**config.mk**
```make
export PLATFORM = sky130hd
export DESIGN_NAME = mem_rail_sequencer
export DESIGN_NICKNAME = d
export VERILOG_FILES = /design/src/rtl/mem_rail_sequencer.sv
export SDC_FILE = /design/constraint.sdc
export NUM_CORES = 1
export LEC_CHECK = 0
export ABC_AREA = 0
export BUFFER_PORTS_ARGS = -buffer_cell sky130_fd_sc_hd__buf_2
export CORE_MARGIN = 4
export CORE_UTILIZATION = 51
export CTS_CLUSTER_SIZE = 16
export DETAILED_ROUTE_END_ITERATION = 8
export HOLD_SLACK_MARGIN = 0.02
export PLACE_DENSITY = 0.83
export SKIP_LAST_GASP = 1
export SYNTH_ARGS = -nofsm -noshare
export SYNTH_HDL_FRONTEND = slang
export SYNTH_SLANG_ARGS = --single-unit
```
**constraint.sdc**
```tcl
create_clock -name clk -period 4.7 [get_ports clk]
set_clock_uncertainty 0.05 [all_clocks]
set_input_delay 0.705 -clock clk [delete_from_list [all_inputs] [get_ports clk]]
set_output_delay 0.705 -clock clk [all_outputs]
set_load 0.01 [all_outputs]
```
**src/rtl/mem_rail_sequencer.sv**
```systemverilog
module mem_rail_sequencer #(
  parameter int          CLK_NS     = 8,
  parameter int          GAP_NS     = 200,
  parameter int          WAKE_NS    = 2000,
  parameter int          POLL_NS    = 1000,
  parameter int          POLL_TRIES = 10,
  parameter int          N_EVT      = 6,
  parameter int          STAT_W     = 8,
  parameter logic [31:0] REV_LIMIT  = 32'h1002_0000
) (
  input  logic              clk,
  input  logic              rst_n,
  input  logic              req_valid,
  input  logic              req_rail,
  input  logic [31:0]       hw_rev,
  input  logic [STAT_W-1:0] status_in,
  output logic [7:0]        wr_data,
  output logic [N_EVT-1:0]  evt_we,
  output logic              mux_we,
  output logic [1:0]        pll_we,
  output logic              mode_we,
  output logic              rail_sel,
  output logic              busy,
  output logic              timeout_err
);

  localparam int GAP_CYC  = (GAP_NS  + CLK_NS - 1) / CLK_NS;
  localparam int WAKE_CYC = (WAKE_NS + CLK_NS - 1) / CLK_NS;
  localparam int POLL_CYC = (POLL_NS + CLK_NS - 1) / CLK_NS;
  localparam int MAX_A    = WAKE_CYC > POLL_CYC ? WAKE_CYC : POLL_CYC;
  localparam int MAX_CYC  = MAX_A > GAP_CYC ? MAX_A : GAP_CYC;
  localparam int CNT_W    = $clog2(MAX_CYC + 1);
  localparam int TRY_W    = $clog2(POLL_TRIES + 1);

  typedef enum logic [3:0] {
    S_IDLE, S_EVCLR, S_CSEL, S_PSEL0, S_PSEL1, S_MODE, S_POLL,
    S_RMUX, S_RPLL0, S_RPLL1, S_EVSET
  } st_t;

  st_t              st, st_nx;
  logic [CNT_W-1:0] cnt;
  logic [TRY_W-1:0] tries;
  logic             tgt_q, legacy_q, ok_q;
  logic             first, hit, last_try, step_end;

  assign busy     = (st != S_IDLE);
  assign first    = (cnt == '0);
  assign hit      = tgt_q ? (status_in[3:0] == 4'h0) : (status_in[3:0] == 4'h3);
  assign last_try = (tries == TRY_W'(POLL_TRIES - 1));

  function automatic int hold_of(st_t s);
    case (s)
      S_EVCLR:                       return WAKE_CYC;
      S_CSEL, S_PSEL0, S_RMUX, S_RPLL0: return GAP_CYC;
      default:                       return 1;
    endcase
  endfunction

  assign step_end = (cnt == CNT_W'(hold_of(st) - 1));

  // state after the poll, and after each trailing step, by direction
  always_comb begin
    st_nx = S_IDLE;
    case (st)
      S_EVCLR: st_nx = S_CSEL;
      S_CSEL:  st_nx = S_PSEL0;
      S_PSEL0: st_nx = S_PSEL1;
      S_PSEL1: st_nx = S_MODE;
      S_MODE:  st_nx = S_POLL;
      S_POLL:  st_nx = !legacy_q ? S_IDLE : (tgt_q ? S_RMUX : S_EVSET);
      S_RMUX:  st_nx = S_RPLL0;
      S_RPLL0: st_nx = S_RPLL1;
      S_RPLL1: st_nx = tgt_q ? S_EVSET : S_IDLE;
      S_EVSET: st_nx = tgt_q ? S_IDLE : S_RMUX;
      default: st_nx = S_IDLE;
    endcase
  end

  always_ff @(posedge clk) begin
    if (!rst_n) begin
      st          <= S_IDLE;
      cnt         <= '0;
      tries       <= '0;
      tgt_q       <= 1'b0;
      legacy_q    <= 1'b0;
      ok_q        <= 1'b0;
      rail_sel    <= 1'b0;
      timeout_err <= 1'b0;
    end else if (st == S_IDLE) begin
      cnt   <= '0;
      tries <= '0;
      if (req_valid) begin
        tgt_q       <= req_rail;
        legacy_q    <= (hw_rev < REV_LIMIT);
        ok_q        <= 1'b0;
        timeout_err <= 1'b0;
        st          <= (hw_rev < REV_LIMIT) ? S_EVCLR : S_MODE;
      end
    end else if (st == S_POLL) begin
      if (first && (hit || last_try)) begin
        ok_q  <= hit;
        cnt   <= '0;
        st    <= st_nx;
        if (st_nx == S_IDLE) begin
          if (hit) rail_sel <= tgt_q;
          else     timeout_err <= 1'b1;
        end
      end else if (cnt == CNT_W'(POLL_CYC - 1)) begin
        cnt   <= '0;
        tries <= tries + 1'b1;
      end else begin
        cnt <= cnt + 1'b1;
      end
    end else if (step_end) begin
      cnt <= '0;
      st  <= st_nx;
      if (st_nx == S_IDLE) begin
        if (ok_q) rail_sel <= tgt_q;
        else      timeout_err <= 1'b1;
      end
    end else begin
      cnt <= cnt + 1'b1;
    end
  end

  assign evt_we  = {N_EVT{first && (st == S_EVCLR || st == S_EVSET)}};
  assign mux_we  = first && (st == S_CSEL || st == S_RMUX);
  assign pll_we  = {first && (st == S_PSEL1 || st == S_RPLL1),
                    first && (st == S_PSEL0 || st == S_RPLL0)};
  assign mode_we = first && (st == S_MODE);

  always_comb begin
    case (st)
      S_EVCLR:          wr_data = 8'h00;
      S_EVSET:          wr_data = 8'h01;
      S_CSEL:           wr_data = 8'h13;
      S_PSEL0, S_PSEL1: wr_data = 8'hB0;
      S_RMUX:           wr_data = 8'h03;
      S_RPLL0, S_RPLL1: wr_data = 8'h30;
      S_MODE:           wr_data = tgt_q ? 8'h00 : 8'h10;
      default:          wr_data = 8'h00;
    endcase
  end

  a_r1_quiet_when_idle: assert property (@(posedge clk) disable iff (!rst_n)
    !busy |-> (evt_we == '0 && !mux_we && pll_we == 2'b00 && !mode_we));

  a_r3_one_target: assert property (@(posedge clk) disable iff (!rst_n)
    $onehot0({mode_we, mux_we, |evt_we, pll_we[0], pll_we[1]}));

  a_r3_events_together: assert property (@(posedge clk) disable iff (!rst_n)
    (|evt_we) |-> (&evt_we));

  a_r8_new_rev_bare: assert property (@(posedge clk) disable iff (!rst_n)
    (busy && !legacy_q) |-> (evt_we == '0 && !mux_we && pll_we == 2'b00));

  a_r9_rail_moves_at_end: assert property (@(posedge clk) disable iff (!rst_n)
    !$fell(busy) |-> $stable(rail_sel));

  a_r9_timeout_keeps_rail: assert property (@(posedge clk) disable iff (!rst_n)
    $rose(timeout_err) |-> $stable(rail_sel));

endmodule

```
=== After elaboration in Yosys (flattened, before gate mapping) ===
Index checks and enable logic that the tools add are counted.

* Multiplexer cells: 38
* Multipliers: 0
* Shifts and indexed selects: 0
* $add $sub $neg: 3
* Bitwise operators: 3
* Divide/modulo/power cells: 0
* $lt $le $gt $ge: 1
* Reduce and logical (&&, ||, !) cells: 32
* Eq/ne operators: 20

{| class="wikitable"
|+ Operator list
! cell !! number
|-
| case mux 8 bit (6 select lines) || 1
|-
| case mux 4 bit (10 select lines) || 1
|-
| < comparator 32 x 29 -> 1 bit (second input constant) || 1
|-
| 2-to-1 mux 4 bit || 8
|-
| 2-to-1 mux 8 bit || 4
|-
| 2-to-1 mux 1 bit || 20
|-
| equality test 4 x 3 -> 1 bit (second input constant) || 4
|-
| equality test 4 bit (second input constant) || 4
|-
| case mux 8 bit (2 select lines) || 1
|-
| equality test 4 x 2 -> 1 bit (second input constant) || 3
|-
| logical NOT 4 bit || 3
|-
| AND reduction 6 bit || 2
|-
| nonzero test 2 bit || 5
|-
| AND reduction 3 bit || 3
|-
| adder 8 x 1 -> 8 bit (second input constant) || 1
|-
| equality test 8 x 7 -> 1 bit (second input constant) || 1
|-
| equality test 8 bit || 1
|-
| logical NOT 8 bit || 1
|-
| subtractor 8 x 2 -> 8 bit (second input constant) || 1
|-
| logical AND 1 bit || 6
|-
| 2-to-1 mux 3 bit || 2
|-
| OR reduction 2 bit || 3
|-
| logical OR 1 bit || 5
|-
| 2-to-1 mux 5 bit || 1
|-
| other kinds (12) || 15
|}

* Memory bits (read-only): 0
* Memories: 0
* Bits in latches: 0
* Input port bits: 44
* Output and inout bits: 21
* Bits in writable memories: 0
* Register bits after elaboration: 21
* Logic and storage cells: 105

=== Depth between registers and ports, before layout ===
* Depth after elaboration: 8
* Mapped depth: 8

=== Worst setup path before layout ===
OpenSTA, ideal clock, no wires.

* Kind: register to output
* From: reg st[3]
* To: out evt_we[1]
* Arrival: 1.712 ns
* Path slack: 2.233 ns
* Cell stages (with the launch flop): 6
* Data required time: 3.945 ns
* Path through: dfxtp_1 -> clkbuf_1 -> buf_1 -> a21oi_1 -> nor3_1 -> buf_4

* Word-level cells in the longest chain between the ends: 3
* Elaborated cells between the ends (all ways): 4
* Classes of those cells: eq/ne (2); reduce/logical (2)

{| class="wikitable"
|+ Ends and longest elaborated chain
! what !! RTL line !! RTL
|-
| start, declared || 40 || <nowiki>st_t st, st_nx;</nowiki>
|-
| start signal, assigned || 97 || <nowiki>st <= (hw_rev < REV_LIMIT) ? S_EVCLR : S_MODE;</nowiki>
|-
| start signal, assigned || 103 || <nowiki>st <= st_nx;</nowiki>
|-
| start signal, assigned || 116 || <nowiki>st <= st_nx;</nowiki>
|-
| equality test 4 x 1 -> 1 bit or equality test 4 bit (tied branches) || 126 || <nowiki>assign evt_we = {N_EVT{first && (st == S_EVCLR || st == S_EVSET)}};</nowiki>
|-
| logical OR 1 bit (*) || 126 ||
|-
| logical AND 1 bit (*) || 126 ||
|-
| end, declared || 18 || <nowiki>output logic [N_EVT-1:0] evt_we,</nowiki>
|}

Mark *: on every way between the ends. The rest lies on a longest branch, timed or not.

=== Final worst setup path ===
* From: reg st[0]
* To: out evt_we[0]

The elaborated chain is that of the path after synthesis.

==> impl_summary.log <==
INFO  metric io_pins = 65
INFO  metric finalCritPeriodShare = 61.1%
INFO  metric crit_required = 3940 ps
INFO  metric weighted_congestion_reported_at_the_end_of_routability_driven_placement = 0.800
INFO  metric num_rows = 19
INFO  metric synth-async-reset-ratio = 0%
INFO  metric grt_use_total = 16.6%
INFO  metric grt_antenna_before_repair = 0
INFO  metric critPathLaunchType = register
INFO  metric route.detailed.wl_per_inst = 12.1 µm
INFO  metric maxCapViolCount = 0
INFO  metric layout.filler_cells = 259
INFO  metric worst_path_maximum_fanout = 19
INFO  metric number_of_enable_type_register_cells_in_the_synthesized_netlist = 0
INFO  metric floorplan.die.height = 62.6 µm
INFO  metric route.detailed.vias_per_inst = 5.69
INFO  metric grt_overflow_total = 0
INFO  metric initial_core_util = 54.3%
INFO  metric ff2ff_path_depth = 6
INFO  metric antenna_left = 0
INFO  metric cp_endpoint_kind = output pin
INFO  metric slew_viol_final = 0
INFO  metric nets = 283
INFO  metric synthDominantCellAreaShare = 27.6%
INFO  metric worst_r2r_startpoint = st[1]
INFO  metric power-per-cell-area = 442 mW/mm²
INFO  metric finalSetupViolCount = 0
INFO  metric crit_path_start = st[0]
INFO  metric timing.final.hold_violations = 0
INFO  metric library_cells_used_by_synthesis = 52
INFO  metric pin_count_of_the_biggest_net_entering_global_routing = 25
INFO  metric clkSinkCount = 21
INFO  metric setup.worst_path.end = evt_we[0]
INFO  metric drive_above_1_share = 19.7%
INFO  metric yosys-top-cells-area = sky130_fd_sc_hd__dfxtp_1 28%, sky130_fd_sc_hd__nor2_1 7.4%, sky130_fd_sc_hd__nand2_1 4.2%
INFO  metric r2r_setup_slack = 2050 ps
INFO  metric outcome = completed
INFO  metric postCtsHoldBufs = 0
INFO  metric worst_slew_pin_slew = 710 ps
INFO  metric drt_iter0_markers = 52
INFO  metric port_buffers = 40
INFO  metric postCtsResizedCells = 0
INFO  metric die-width = 62.6 µm
INFO  metric worstSkewPairLatency = 300 ps
INFO  metric antenna_cells = 0
INFO  metric worstHoldPathType = register to register
INFO  metric cts_made_buffers = 3
INFO  metric h_tree_lvls = 1
INFO  metric detailedPlacementHpwl = 2.39 mm
INFO  metric fin_crit = 2870 ps
INFO  metric multi_input_comb_area = 973 µm²
INFO  metric clock_tree.buffer_depth = 2
INFO  metric postSynthCellCount = 207
INFO  metric fin_util = 60.3%
INFO  metric worst_r2r_endpoint = st[1]
INFO  metric synth_warnings = 0
INFO  metric area.growth.synth_to_final = 11.2%
INFO  metric grt_pass1_wl = 5.49 mm
INFO  metric worstPathArrival = 2120 ps
INFO  metric worst_ir_drop_vdd = 0.269 mV
INFO  metric p_leak = 0.701 nW
INFO  metric most_frequent_cells_after_synthesis = 30 x sky130_fd_sc_hd__nor2_1, 21 x sky130_fd_sc_hd__dfxtp_1, 17 x sky130_fd_sc_hd__nand2_1, 12 x sky130_fd_sc_hd__nand3_1, 11 x sky130_fd_sc_hd__nor3_1
INFO  metric tritoncts_clock_tree = built
INFO  metric dominantRegCellSynth = sky130_fd_sc_hd__dfxtp_1
INFO  metric setup_tns = 0 ps
INFO  metric grt_pass1_vias = 1237
INFO  metric synthDominantAreaCellType = sky130_fd_sc_hd__dfxtp_1
INFO  metric synth.ff_latch_count = 21
INFO  metric netlist_area = 0.00152 mm²
INFO  metric finalWirelength = 3.20 mm
INFO  metric post_cts.repair.setup_buffers = 0
INFO  metric fin_total_pwr = 748 µW
INFO  metric clk_pin_slew_worst_paths = 100 ps
INFO  metric sequential_element_share_of_the_synthesized_area = 27.6%
INFO  metric finalHoldWorstSlack = 433 ps
INFO  metric rsz0062_at_grt = no
INFO  metric die-area = 0.00392 mm²
INFO  metric timing.slew.headroom = 52.6%
INFO  metric dr_total_vias = 1508
INFO  metric remaining_drc_errors = 0
INFO  metric fp.coreArea = 0.00281 mm²
INFO  metric register_area = 420 µm²
INFO  metric max_freq = 0.348 GHz
INFO  metric post_synth.cell_area_avg = 7.36 µm²
INFO  metric cts-root-buf = sky130_fd_sc_hd__clkbuf_4
INFO  metric detailedRoute.firstPassIterationCount = 4
INFO  metric crit_type = register to output pin
INFO  metric yosysMostFrequentCell = sky130_fd_sc_hd__nor2_1
-- stage by stage --
stage / instance area, µm² / instances / setup WS (ps)
finish: 1690 / 265 / 1830
global route: 1690 / 265 / 1520
CTS: 1690 / 265 / 1820
detailed placement: 1670 / 261 / 2080
global placement: 1670 / 261 / 2100
floorplan: 1530 / 209 / 2230
-- state kept, by name, indices dropped and copies added (netlist names) --
name,cells
st,4
tgt_q,1
legacy_q,1
timeout_err,1
tries,4
rail_sel,1
cnt,8
ok_q,1
-- layout make-up --
type	count	area share (%)
Inverter	9	2.00
Multi-Input combinational cell	160	57.5
Tap cell	31	2.29
Sequential cell	21	24.8
Timing Repair Buffer	40	11.8
Clock buffer	4	1.55
-- cell families after synthesis --
family / count (synthesis) / share of synthesized area (%)
compound gates: 40 / 19.5
xor+xnor: 9 / 5.18
fa+ha+maj: 4 / 3.29
buf+inv: 28 / 8.96
flops: 21 / 27.6
mux: 4 / 2.63
other cells: 1 / 0.246
simple gates: 100 / 32.6
-- critical path, stage by stage (launching register included) --
cell	delay [ps]
sky130_fd_sc_hd__dfxtp_1	680
sky130_fd_sc_hd__inv_1	240
sky130_fd_sc_hd__nor3_1	230
sky130_fd_sc_hd__a21oi_1	60
sky130_fd_sc_hd__nor3_1	380
sky130_fd_sc_hd__buf_2	220
-- how the worst min path moves through the flow --
stage                  end        start  depth (start not counted)
2_1_floorplan       cnt[0]       cnt[0]                          1
3_3_place_gp   timeout_err  timeout_err                          2
3_5_place_dp      rail_sel     rail_sel                          2
4_1_cts           rail_sel     rail_sel                          2
5_1_grt           rail_sel     rail_sel                          2
6_report          rail_sel     rail_sel                          2
-- layer usage --
layer  track usage (%)  vias to the layer above  part of all wire (%)
met4              2.48                        0                  0.47
li1                  -                      777                     -
met1              22.1                      696                    48
met3              5.94                        2                   6.7
met2              26.2                       33                    44
met5                 0                        -                     0
-- cells in the final DEF, fill, tap and decap left out, types with 5 or more instances in the layout --
| cell type | instances |
|---|---|
| sky130_fd_sc_hd__buf_2 | 40 |
| sky130_fd_sc_hd__nor2_1 | 30 |
| sky130_fd_sc_hd__dfxtp_1 | 21 |
| sky130_fd_sc_hd__nand2_1 | 17 |
| sky130_fd_sc_hd__nand3_1 | 12 |
| sky130_fd_sc_hd__nor3_1 | 11 |
| sky130_fd_sc_hd__a21oi_1 | 10 |
| sky130_fd_sc_hd__inv_1 | 9 |
| sky130_fd_sc_hd__o21ai_0 | 8 |
| sky130_fd_sc_hd__xor2_1 | 6 |
| sky130_fd_sc_hd__nand4_1 | 5 |
-- where the power goes --
| group | leakage, nW | internal, mW | total (mW) | switching [mW] |
|---|---|---|---|---|
| clock | 0.0150 | 0.0331 | 0.0838 | 0.0507 |
| combinational | 0.516 | 0.165 | 0.401 | 0.236 |
| sequential | 0.170 | 0.200 | 0.264 | 0.0642 |
| total | 0.701 | 0.398 | 0.748 | 0.351 |
No activity file was read; power rests on OpenSTA's default activity.
